[src/rtl/sar_pkg.sv]
package sar_pkg;

    typedef enum logic {
        DEC_NEG = 1'b0,
        DEC_POS = 1'b1
    } dec_e;

    typedef struct packed {
        logic pos;
        logic neg;
    } pair_t;

    typedef struct packed {
        logic fire;
        dec_e dec;
        logic dual;
    } cmp_evt_t;

    localparam pair_t PAIR_EMPTY = '{pos: 1'b0, neg: 1'b0};

    function automatic pair_t pair_of(input dec_e d);
        pair_t p;
        p.pos = (d == DEC_POS);
        p.neg = (d == DEC_NEG);
        return p;
    endfunction

endpackage

[src/rtl/sar_evt_detect.sv]
module sar_evt_detect
    import sar_pkg::*;
(
    input  logic     clk,
    input  logic     rst,
    input  logic     cmp_p,
    input  logic     cmp_n,
    output cmp_evt_t evt
);
    logic prev_p;
    logic prev_n;

    always_ff @(posedge clk) begin
        if (rst) begin
            prev_p <= 1'b0;
            prev_n <= 1'b0;
        end else begin
            prev_p <= cmp_p;
            prev_n <= cmp_n;
        end
    end

    logic rise_p;
    logic rise_n;

    always_comb begin
        rise_p   = cmp_p & ~prev_p;
        rise_n   = cmp_n & ~prev_n;
        evt.fire = rise_p | rise_n;
        evt.dec  = cmp_p ? DEC_POS : DEC_NEG;
        evt.dual = cmp_p & cmp_n;
    end

endmodule

[src/rtl/sar_bit_stage.sv]
module sar_bit_stage
    import sar_pkg::*;
(
    input  logic     clk,
    input  logic     rst,
    input  logic     clr,
    input  logic     arm,
    input  cmp_evt_t evt,
    output pair_t    q,
    output logic     decided
);
    always_ff @(posedge clk) begin
        if (rst || clr) begin
            q <= PAIR_EMPTY;
        end else if (arm && evt.fire && !decided) begin
            q <= pair_of(evt.dec);
        end
    end

    assign decided = q.pos | q.neg;

    assert_pair_excl_R1: assert property (@(posedge clk) disable iff (rst)
        !(q.pos && q.neg));

    assert_frozen_R2: assert property (@(posedge clk) disable iff (rst)
        (decided && !clr) |=> $stable(q));

endmodule

[src/rtl/sar_cal_stage.sv]
module sar_cal_stage
    import sar_pkg::*;
(
    input  logic     clk,
    input  logic     rst,
    input  logic     clr,
    input  logic     arm,
    input  cmp_evt_t evt,
    output logic     trim_up,
    output logic     trim_dn,
    output logic     done
);
    always_ff @(posedge clk) begin
        if (rst || clr) begin
            done    <= 1'b0;
            trim_up <= 1'b0;
            trim_dn <= 1'b0;
        end else if (arm && evt.fire && !done) begin
            done    <= 1'b1;
            trim_up <= (evt.dec == DEC_NEG);
            trim_dn <= (evt.dec == DEC_POS);
        end else begin
            trim_up <= 1'b0;
            trim_dn <= 1'b0;
        end
    end

    assert_trim_excl_R6: assert property (@(posedge clk) disable iff (rst)
        !(trim_up && trim_dn));

    assert_trim_gated_R7: assert property (@(posedge clk) disable iff (rst)
        (trim_up || trim_dn) |-> ($past(arm) && $past(evt.fire)));

    assert_single_pulse_R6: assert property (@(posedge clk) disable iff (rst)
        (trim_up || trim_dn) |=> !(trim_up || trim_dn));

endmodule

[src/rtl/sar_bit_capture.sv]
module sar_bit_capture
    import sar_pkg::*;
#(
    parameter int NBITS = 10
) (
    input  logic             clk,
    input  logic             rst,
    input  logic             start,
    input  logic             cmp_p,
    input  logic             cmp_n,
    input  logic             cal_en,
    output logic [NBITS-1:0] sw_p,
    output logic [NBITS-1:0] sw_n,
    output logic [NBITS-1:0] result,
    output logic             data_ready,
    output logic             trim_up,
    output logic             trim_dn,
    output logic             dual_err
);
    localparam int MSB = NBITS - 1;

    cmp_evt_t         evt;
    pair_t            q       [NBITS];
    logic [NBITS-1:0] decided;
    logic [NBITS-1:0] arm;
    logic             cal_arm;
    logic             cal_done;

    sar_evt_detect u_evt (
        .clk   (clk),
        .rst   (rst),
        .cmp_p (cmp_p),
        .cmp_n (cmp_n),
        .evt   (evt)
    );

    for (genvar k = 0; k < NBITS; k++) begin : g_stage
        if (k == MSB) begin : g_head
            assign arm[k] = ~decided[k];
        end else begin : g_chain
            assign arm[k] = decided[k+1] & ~decided[k];
        end

        sar_bit_stage u_stage (
            .clk     (clk),
            .rst     (rst),
            .clr     (start),
            .arm     (arm[k]),
            .evt     (evt),
            .q       (q[k]),
            .decided (decided[k])
        );

        assign sw_p[k] = q[k].pos;
        assign sw_n[k] = q[k].neg;
    end

    assign cal_arm = decided[0] & cal_en & ~cal_done;

    sar_cal_stage u_cal (
        .clk     (clk),
        .rst     (rst),
        .clr     (start),
        .arm     (cal_arm),
        .evt     (evt),
        .trim_up (trim_up),
        .trim_dn (trim_dn),
        .done    (cal_done)
    );

    always_ff @(posedge clk) begin
        if (rst || start) begin
            dual_err <= 1'b0;
        end else if (evt.fire && evt.dual && ((|arm) || cal_arm)) begin
            dual_err <= 1'b1;
        end
    end

    assign result     = sw_p;
    assign data_ready = decided[0];

    assert_one_armed_R3: assert property (@(posedge clk) disable iff (rst)
        $onehot0({cal_arm, arm}));

    assert_ready_hold_R10: assert property (@(posedge clk) disable iff (rst)
        (data_ready && !start) |=> (data_ready && $stable(result)));

    assert_clear_R8: assert property (@(posedge clk) disable iff (rst)
        start |=> (!data_ready && (sw_p == '0) && (sw_n == '0) && !dual_err));

    assert_ready_pair_R5: assert property (@(posedge clk) disable iff (rst)
        $rose(data_ready) |-> (sw_p[0] || sw_n[0]));

endmodule

[config.mk]
export PLATFORM = sky130hd
export DESIGN_NAME = sar_bit_capture
export DESIGN_NICKNAME = d
export VERILOG_FILES = /design/src/rtl/sar_pkg.sv /design/src/rtl/sar_evt_detect.sv /design/src/rtl/sar_bit_stage.sv /design/src/rtl/sar_cal_stage.sv /design/src/rtl/sar_bit_capture.sv
export SDC_FILE = /design/constraint.sdc
export NUM_CORES = 1
export LEC_CHECK = 0
export BUFFER_PORTS_ARGS = -buffer_cell sky130_fd_sc_hd__buf_4
export CAP_MARGIN = 40
export CORE_UTILIZATION = 40
export CTS_BUF_LIST = sky130_fd_sc_hd__clkbuf_16
export DETAILED_ROUTE_END_ITERATION = 16
export PLACE_DENSITY = 0.73
export SLEW_MARGIN = 20
export SYNTH_ARGS = -nofsm -noshare
export SYNTH_HDL_FRONTEND = slang
export SYNTH_SLANG_ARGS = --single-unit
[constraint.sdc]
create_clock -name clk -period 3.7 [get_ports clk]
set_input_delay 0.185 -clock clk [delete_from_list [all_inputs] [get_ports clk]]
set_output_delay 0.185 -clock clk [all_outputs]
set_load 0.02 [all_outputs]
==> results of run 1 <==
[flip-flops by register name, summed over array words and instances, names as in the netlist]
register / flops
u_cal.trim_up: 1
g_stage.u_stage.q: 20
u_cal.trim_dn: 1
dual_err: 1
u_evt.prev_p: 1
u_cal.done: 1
u_evt.prev_n: 1
[metal layers]
metal	vias to the layer above	wire length, µm	GRT usage, %
met5	-	0	0
met4	0	31	6.58
met3	3	141	4.02
met2	38	1070	29.7
met1	411	1040	22.6
li1	478	-	-
[cells in the mapped netlist]
cell type | count | share of area, %
o22ai_1 | 1 | 0.60
a211oi_1 | 1 | 0.72
nand2b_1 | 1 | 0.60
a2111oi_0 | 1 | 0.84
or4_4 | 1 | 1.1
inv_1 | 2 | 0.72
a31oi_1 | 1 | 0.60
nor3b_2 | 1 | 1.2
nor2_1 | 36 | 13
a21o_1 | 1 | 0.72
nor3b_1 | 1 | 0.72
o21a_1 | 7 | 5.0
a21oi_1 | 14 | 6.7
nor4_2 | 1 | 1.2
buf_4 | 10 | 7.2
nor3_1 | 7 | 3.3
inv_2 | 1 | 0.36
nor4_1 | 2 | 1.2
nand2_1 | 1 | 0.36
dfxtp_1 | 26 | 50
or2_0 | 1 | 0.60
o21ai_1 | 1 | 0.48
buf_2 | 1 | 0.48
nor2b_1 | 2 | 1.2
clkbuf_1 | 1 | 0.36
and2_1 | 2 | 1.2
[layout make-up]
| type | instances | share of cell area, % |
|---|---|---|
| inverters | 3 | 0.816 |
| multi-input cells | 83 | 31.3 |
| well taps | 30 | 2.72 |
| clock inverters | 1 | 0.272 |
| repair buffers | 40 | 21.8 |
| flip-flops and latches | 26 | 37.7 |
| clock buffers | 3 | 5.44 |
[report_power, final]
group	internal, W	leakage, nW	total, W	switching [W]
registers	0.000283	0.210	0.000286	0.00000285
clock network	0.000144	0.0385	0.000236	0.0000914
logic	0.0000124	0.364	0.0000326	0.0000203
[cells by family after synthesis]
group	after synthesis	share of synthesized area (%)
AO/OA/AOI/OAI	27	15.7
AND/OR/NAND/NOR	56	25.6
flip-flops	26	49.7
buffers and inverters	15	9.08
[path summary, 6_finish.rpt]
kind | from | end
setup / recovery | g_stage[7].u_stage.q[1] | dual_err
hold / removal | rst | u_evt.prev_p
hold reg to reg | u_cal.done | u_cal.done
setup reg to reg | g_stage[7].u_stage.q[1] | dual_err
[worst max-delay path, delay by kind of cell, from the launching register on]
family | cells | cell delay (ps)
flops | 1 | 390
simple gates | 3 | 780
compound gates | 1 | 90
[per-stage QoR]
step | util, % | setup WS, ps | instances
after CTS | 55.7 | 2310 | 186
final | 55.7 | 2320 | 186
after global routing | 55.7 | 2220 | 186
after floorplan | - | 2240 | 124
after global placement | 52.2 | 2280 | 181
after detailed placement | 52.5 | 2330 | 182
==> run metrics, run 1 <==
status finished, final reports clean; Vias per Instance around 5; max-cap violations 0; Pwr Density 402 nW/µm²; # resized after CTS 0; most frequent cells in the layout buf_4 (40), nor2_1 (36), dfxtp_1 (26); initial core utilization a little over two fifths; Setup TNS 0 ps; DRT Wirelength 2290 µm; worst r2r path cells 4; area delta synth->final 31.8%; CTS Root Cell clkbuf_16; Worst-path clk slew 60 ps; Critical Path AT 1520 ps; Synth Cell Area 1050 µm²; total gr overflow 0; Yosys Warn Count 0; CTS sink cnt 26; fmax ~720 MHz; Worst Hold Depth 2; largest stage delay on the critical path 540 ps; Hold Fails Final Rpt 0; die area 2830 µm²; final worst path period share 37.3%; Storage cell area around 520 µm²; Hold Buf Count CTS 0; leading cell type in the layout, fill and taps excluded buf_4; pin count of the biggest net entering global routing 15; WL/cell 12.3 µm; CP startpoint kind register; DR pass1 iterations 4; LEAKAGE 0.612 nW; number of synthesized register bits 26; layout cells sized above 1 30.1%; die width 53.2 µm; Detailed Route Iter0 Violations 9; slew margin rel. 57.8%; io pins 40; gpl congestion 0.710; worst clock skew 1.75 ps; worst-path maximum fanout 5; Hold/Removal Path Class in -> reg; worst-skew pair later-pin latency 260 ps; syn nets 130; Avg Synthesized Cell Area 8.45 µm²; Post-DP HPWL between 1500 and 2000 µm; Unique masters post-synth 26; Area after DPL 1300 µm²; number of core rows 18; share of the yosys chip area belonging to registers approximately 50%; Tot GR Track Use 18.0%; Die H 53.2 µm; postcts setup bufs 0; CTS buffer count 3; # fillers 237; count of final setup violators 0; number of global-route vias before repair 816; Synth Instances 124; IO buf count 39; vias 930; Bufs on Longest Clock Path 2; r2r setup slk ~2300 ps; global-route wire length before repair 3650 µm; nets 163; RSZ-0062 raised after global routing false; Core ar. around 2500 µm²; worst-margin pin slew 631 ps; antenna cells 0; critical path type reg -> reg; fin area between 1000 and 1500 µm²; critical path, cell by cell nor2_1, or4_4, nor4_2, a211oi_1; Final min period 1380 ps; initial antenna violation count 0; CP max stage cell or4_4; Final ANT Viol Nets 0; CP Capture Type register; worst endpoint required time 3840 ps; CTS tree built; Hold WS 97.1 ps; Peak VDD IR 0.278 mV; area of the multi-input gates 432 µm²; # H-tree levels 1; overall power 0.000554 W; Final Max Slew Viols 0; # DRC 0
Note: power is estimated with default switching activity, not from simulation.
==> run 2, diff against run 1 <==
--- a/config.mk
+++ b/config.mk
@@ -10,7 +10,7 @@
 export CORE_UTILIZATION = 40
 export CTS_BUF_LIST = sky130_fd_sc_hd__clkbuf_16
 export DETAILED_ROUTE_END_ITERATION = 16
-export PLACE_DENSITY = 0.73
+export PLACE_DENSITY = 0.76
 export SLEW_MARGIN = 20
 export SYNTH_ARGS = -nofsm -noshare
 export SYNTH_HDL_FRONTEND = slang
==> constraint.sdc (replaced) <==
create_clock -name clk -period 1.2 [get_ports clk]
set_input_delay 0.06 -clock clk [delete_from_list [all_inputs] [get_ports clk]]
set_output_delay 0.06 -clock clk [all_outputs]
set_load 0.02 [all_outputs]
==> run metrics, run 2 (synthesized netlist as in run 1, its figures left out) <==
CP Capture Type register; layout cells sized above 1 45.2% (+15 points); GRT met2 Usage 36.1% (+6.3 points); Tot GR Track Use 19.7% (+1.7 points); # H-tree levels 1 (unchanged); DRT Wirelength 2610 µm (+14%); # DRC 0 (unchanged); Die H 53.2 µm (unchanged); CTS Root Cell clkbuf_16; initial core utilization 42.3% (unchanged); Worst Hold Launch cmp_n; Hold WS 66.8 ps (-30.4 ps); DR pass1 iterations 5 (+1); CP Launch Point g_stage[7].u_stage.q[1]; CTS sink cnt 26 (unchanged); CTS buffer count 3 (unchanged); Detailed Route Iter0 Violations 15 (+6); register ranked first by flip-flop count g_stage.u_stage.q; Core ar. 2480 µm² (unchanged); Final min period 1340 ps (-45.8 ps); final worst path period share 111% (+74 points); max-cap violations 0 (unchanged); worst endpoint required time 1320 ps (-2520 ps); CP startpoint kind register; WL/cell 12.6 µm (+2.5%); global-route wire length before repair 4040 µm (+11%); total gr overflow 0 (unchanged); status finished with violations; postcts setup bufs 0 (unchanged); Hold Fails Final Rpt 0 (unchanged); overall power 0.00174 W (+210%); slew margin rel. 70.1% (+12 points); Worst Setup Slack, final -136 ps (-2450 ps); CTS tree built; nets 184 (+13%); RSZ-0062 raised after global routing true; met3 Use GR 3.74% (-0.29 points); max reg flops 20 (unchanged); IO buf count 39 (unchanged); Setup TNS -136 ps (-136 ps); Critical Path AT 1460 ps (-60 ps); failing checks negative setup slack; vias 1041 (+12%); Pwr Density 1080 nW/µm² (+170%); Peak VDD IR 0.914 mV (+230%); Final Max Slew Viols 0 (unchanged); die width 53.2 µm (unchanged); fmax 749 MHz (+3.4%); Post-DP HPWL 1980 µm (+16%); grt met1 use 22.3% (-0.37 points); leading cell type in the layout, fill and taps excluded buf_4; Final ANT Viol Nets 0 (unchanged); final core occ 65.0% (+9.3 points); Hold/Removal Path Class in -> reg; io pins 40 (unchanged); reg2reg start g_stage[7].u_stage.q[1]; worst-path maximum fanout 2 (-3); # fillers 216 (-8.9%); area delta synth->final 53.8%; Vias per Instance 5.03 (+0.58%); count of final setup violators 1 (+1); pin count of the biggest net entering global routing 15 (unchanged); Worst-path clk slew 60 ps (about the same); gpl congestion 0.793 (+12%); layer with the highest usage met2; die area 2830 µm² (unchanged); worst-margin pin slew 447 ps (-185 ps); initial antenna violation count 0 (unchanged); most frequent cells in the layout buf_4 (60), nor2_1 (34), dfxtp_1 (18); worst clock skew 3.32 ps (+1.57 ps); Bufs on Longest Clock Path 2 (unchanged); number of global-route vias before repair 961 (+18%); antenna cells 0 (unchanged); number of core rows 18 (unchanged); critical path type reg -> reg; worst-skew pair later-pin latency 250 ps (about the same); LEAKAGE 0.731 nW (+19%)
[run 2: cell types whose count changed in the layout (fill, tap and decap cells not counted), sizes merged]
cell	delta
buf	+20
dlygate4sd3	+1
[run 2: per-stage QoR]
step	worst slack (ps)	std cells	cell area, µm²
global placement	-77.2	202	1470
global route	-180	207	1610
detailed placement	-126	202	1470
CTS	-86.2	207	1560
finish	-136	207	1610
floorplan	-103	124	1070
[run 2: final cells by class]
| cell class | instances | area [µm²] | share of cell area [%] |
|---|---|---|---|
| clock inverters | 1 | 3.75 | 0.233 |
| well taps | 30 | 37.5 | 2.33 |
| repair buffers | 61 | 460 | 28.6 |
| flip-flops and latches | 26 | 541 | 33.6 |
| multi-input cells | 83 | 482 | 29.9 |
| clock buffers | 3 | 75.1 | 4.66 |
| inverters | 3 | 11.3 | 0.699 |
[run 2: per-layer routing]
metal / vias up / part of all wire [%]
li1: 525 / -
met1: 470 / 41
met2: 42 / 53
met3: 4 / 5.4
met4: 0 / 1.1
met5: - / 0
[run 2: path summary, 6_finish.rpt]
check | endpoint | slack (ps) | depth (start not counted)
hold / removal | u_evt.prev_n | 70 | 2
setup / recovery | dual_err | -140 | 4
hold reg to reg | u_cal.done | 470 | 1
setup reg to reg | dual_err | -140 | 4
[run 2: critical path, stage by stage (launching register included)]
cell	delay, ps
dfxtp_4	350
nor2_2	40
or4_4	540
nor4_4	170
a211oi_2	100
[run 2: repair_timing]
action | CTS | global route
cloned | 0 | 0
endpoints found under the hold margin | 2 | 0
hold buffers | 1 | 0
setup endpoints to repair | 9 | 11
gates resized for setup | 1 | 9
[run 2: where the power goes]
part           internal, W  switching (W)
sequential        0.000864     0.00000881
combinational    0.0000669      0.0000802
clock             0.000445       0.000275
total              0.00138       0.000364
==> run 3, diff against run 2 <==
--- a/config.mk
+++ b/config.mk
@@ -5,12 +5,15 @@
 export SDC_FILE = /design/constraint.sdc
 export NUM_CORES = 1
 export LEC_CHECK = 0
+export ABC_AREA = 1
 export BUFFER_PORTS_ARGS = -buffer_cell sky130_fd_sc_hd__buf_4
 export CAP_MARGIN = 40
 export CORE_UTILIZATION = 40
 export CTS_BUF_LIST = sky130_fd_sc_hd__clkbuf_16
+export CTS_CLUSTER_SIZE = 10
 export DETAILED_ROUTE_END_ITERATION = 16
-export PLACE_DENSITY = 0.76
+export GPL_ROUTABILITY_DRIVEN = 0
+export PLACE_DENSITY = 0.75
 export SLEW_MARGIN = 20
 export SYNTH_ARGS = -nofsm -noshare
 export SYNTH_HDL_FRONTEND = slang
==> run metrics, run 3 <==
Unique masters post-synth 15 (-42%); top cell type's share of synthesized area 44.5% (-5.2 points); Hold WS 45.9 ps (-20.8 ps); CP startpoint kind register; count of final setup violators 0 (-1); reg2reg start u_evt.prev_p; Tot GR Track Use 15.6% (-4.1 points); Peak VDD IR 1.38 mV (+51%); syn nets 171 (+32%); Metal-1 WL 1030 µm (-2.5%); # fillers 281 (+30%); io pins 40 (unchanged); most frequent cells in the layout buf_4 (42), inv_1 (30), dfxtp_1 (26); Setup TNS 0 ps (+136 ps); share of the yosys chip area belonging to registers 44.5% (-5.2 points); worst-path maximum fanout 12 (+10); CTS tree built; RSZ-0062 raised after global routing false; Pwr Density 1150 nW/µm² (+6.7%); simple-gate area share of the yosys netlist 22.8% (-2.8 points); DR top layer met4; worst-margin pin slew 633 ps (+186 ps); top_reg_cell synth dfxtp_1; most frequent cells after synthesis inv_1 (30), dfxtp_1 (26), nand2_1 (23), a21oi_1 (21), nand3_1 (20); mux cell area share after synthesis 0% (unchanged); global-route wire length before repair 3890 µm (-3.6%); RR Endpoint g_stage[5].u_stage.q[1]; Avg Synthesized Cell Area 7.09 µm² (-16%); Post-Synth Adder-Cell Area 0% (unchanged); Final ANT Viol Nets 0 (unchanged); final worst path period share 87.5% (-24 points); status finished, final reports clean; Hold Fails Final Rpt 0 (unchanged); CTS Root Cell clkbuf_16; slew margin rel. 57.8% (-12 points); Async S/R FF share, synth 0% (unchanged); Compound-Gate Fraction of Synth Area 11.6% (-4.1 points); Synth Cell Area 1170 µm² (+12%); Worst-path clk slew 60 ps (about the same); number of global-route vias before repair 939 (-2.3%); # DRC 0 (unchanged); CP Capture Type register; fmax 953 MHz (+27%); number of core rows 19 (+1); register ranked first by flip-flop count g_stage.u_stage.q; combinational family with the most area after synthesis simple AND/OR/NAND/NOR gates; Yosys Warn Count 0 (unchanged); max-cap violations 0 (unchanged); antenna cells 0 (unchanged); number of synthesized flops with an enable pin 0 (unchanged); critical path type reg -> reg; r2r setup slk 150 ps (+290 ps); layout cells sized above 1 25.5% (-20 points); met3 WL 158 µm (+11%); IO buf count 39 (unchanged); area delta synth->final 28.2%; Vias per Instance 4.74 (-5.8%); cell with the most instances after synthesis inv_1; ranking of synthesized cells by area dfxtp_1 (44%), inv_1 (9.6%), a21oi_1 (9.0%), nand3_1 (8.6%), nand2_1 (7.4%); postcts setup bufs 0 (unchanged); nets 203 (+10%); die width 56.1 µm (+5.5%); CTS sink cnt 26 (unchanged); endpoint of the worst hold path u_evt.prev_n; filler-free cell count of the finished design 227 (+9.7%); Hold/Removal Path Class in -> reg; Worst Hold Launch cmp_n; final core occ 54.4% (-11 points); worst r2r path cells 4 (unchanged); placed cell count 222 (+9.9%); initial antenna violation count 0 (unchanged); Final Max Slew Viols 0 (unchanged); area leader, netlist dfxtp_1; WL/cell 9.88 µm (-22%); total gr overflow 0 (unchanged); CTS buffer count 3 (unchanged); Post-DP HPWL 1640 µm (-17%); Synth Instances 165 (+33%); leading cell type in the layout, fill and taps excluded buf_4; die area 3140 µm² (+11%); Worst Hold Depth 3 (+1); vias 1075 (+3.3%); max reg flops 20 (unchanged); Final min period 1050 ps (-286 ps); Core ar. 2760 µm² (+11%); pin count of the biggest net entering global routing 23 (+8); Detailed Route Iter0 Violations 19 (+4); met2 wire length 1040 µm (-24%); DR pass1 iterations 4 (-1); XOR/XNOR Fraction of Synth Area 0% (unchanged); Bufs on Longest Clock Path 2 (unchanged); number of synthesized register bits 26 (unchanged); worst-skew pair later-pin latency 260 ps (about the same); DRT Wirelength 2240 µm (-14%); Die H 56.1 µm (+5.5%); worst clock skew 4.36 ps (+1.05 ps); # H-tree levels 1 (unchanged); initial core utilization 42.4% (+0.15 points); worst endpoint required time 1380 ps (+60 ps); LEAKAGE 0.750 nW (+2.7%); Critical Path AT 1230 ps (-230 ps)
run 3: changes by cell type after synthesis, moves of 3 or more:
cell	previous run	this run
inv_1	2	30
nand2_1	1	23
nand3_1	0	20
nor2_1	36	18
a21oi_1	14	21
nor3_1	7	0
o21a_1	7	0
clkbuf_1	1	4
inv_2	1	4
run 3: final cells by class:
| class | count | area [µm²] | area share, % |
|---|---|---|---|
| timing repair buffer | 43 | 325 | 21.7 |
| inverter | 36 | 135 | 9.01 |
| clock inverter | 1 | 3.75 | 0.250 |
| tap | 31 | 38.8 | 2.59 |
| sequential | 26 | 520 | 34.7 |
| multi-input combinational | 87 | 402 | 26.8 |
| clock buffer | 3 | 75.1 | 5.00 |
run 3: stage by stage:
stage	area, µm²	total power (W)	worst slack [ps]
finish	1500	0.00173	150
CTS	1500	0.00175	133
global route	1500	0.00180	22.2
floorplan	1170	0.000986	136
detailed placement	1410	0.00102	146
global placement	1410	0.00102	147
run 3: what timing repair did:
| action | in CTS | in global routing |
|---|---|---|
| endpoints found under the hold margin | 2 | 0 |
| hold buffers | 1 | 0 |
| gates resized for setup | 0 | 0 |
run 3: kinds of logic after synthesis:
| logic type | count (synthesis) |
|---|---|
| buffers and inverters | 52 |
| flip-flops | 26 |
| AO/OA/AOI/OAI | 24 |
| AND/OR/NAND/NOR | 63 |
run 3: worst max-delay path by stage:
stage,start,endpoint,depth (start not counted)
after floorplan,g_stage[0].u_stage.q[1],dual_err,7
after global placement,g_stage[0].u_stage.q[1],dual_err,6
after detailed placement,g_stage[8].u_stage.q[1],dual_err,8
after CTS,g_stage[8].u_stage.q[1],dual_err,8
after global routing,u_evt.prev_p,g_stage[9].u_stage.q[1],4
final,u_evt.prev_p,g_stage[5].u_stage.q[1],4
run 3: critical path, cell delays in order, from the launching register on:
cell	delay, ps
dfxtp_1	330
o22ai_4	220
buf_4	210
nand3_1	80
a21oi_1	140
run 3: per-layer routing:
layer / vias to the layer above / GRT usage (%)
met2: 41 / 26.0
met4: 0 / 3.14
met1: 476 / 18.9
met3: 2 / 6.28
li1: 556 / -
met5: - / 0
run 3: power by group:
group,internal (W),leakage [nW],total [W],switching [W]
registers,0.000872,0.210,0.000879,0.00000636
logic,0.0000487,0.502,0.000125,0.0000764
clock network,0.000445,0.0385,0.000726,0.000280
total,0.00137,0.750,0.00173,0.000363
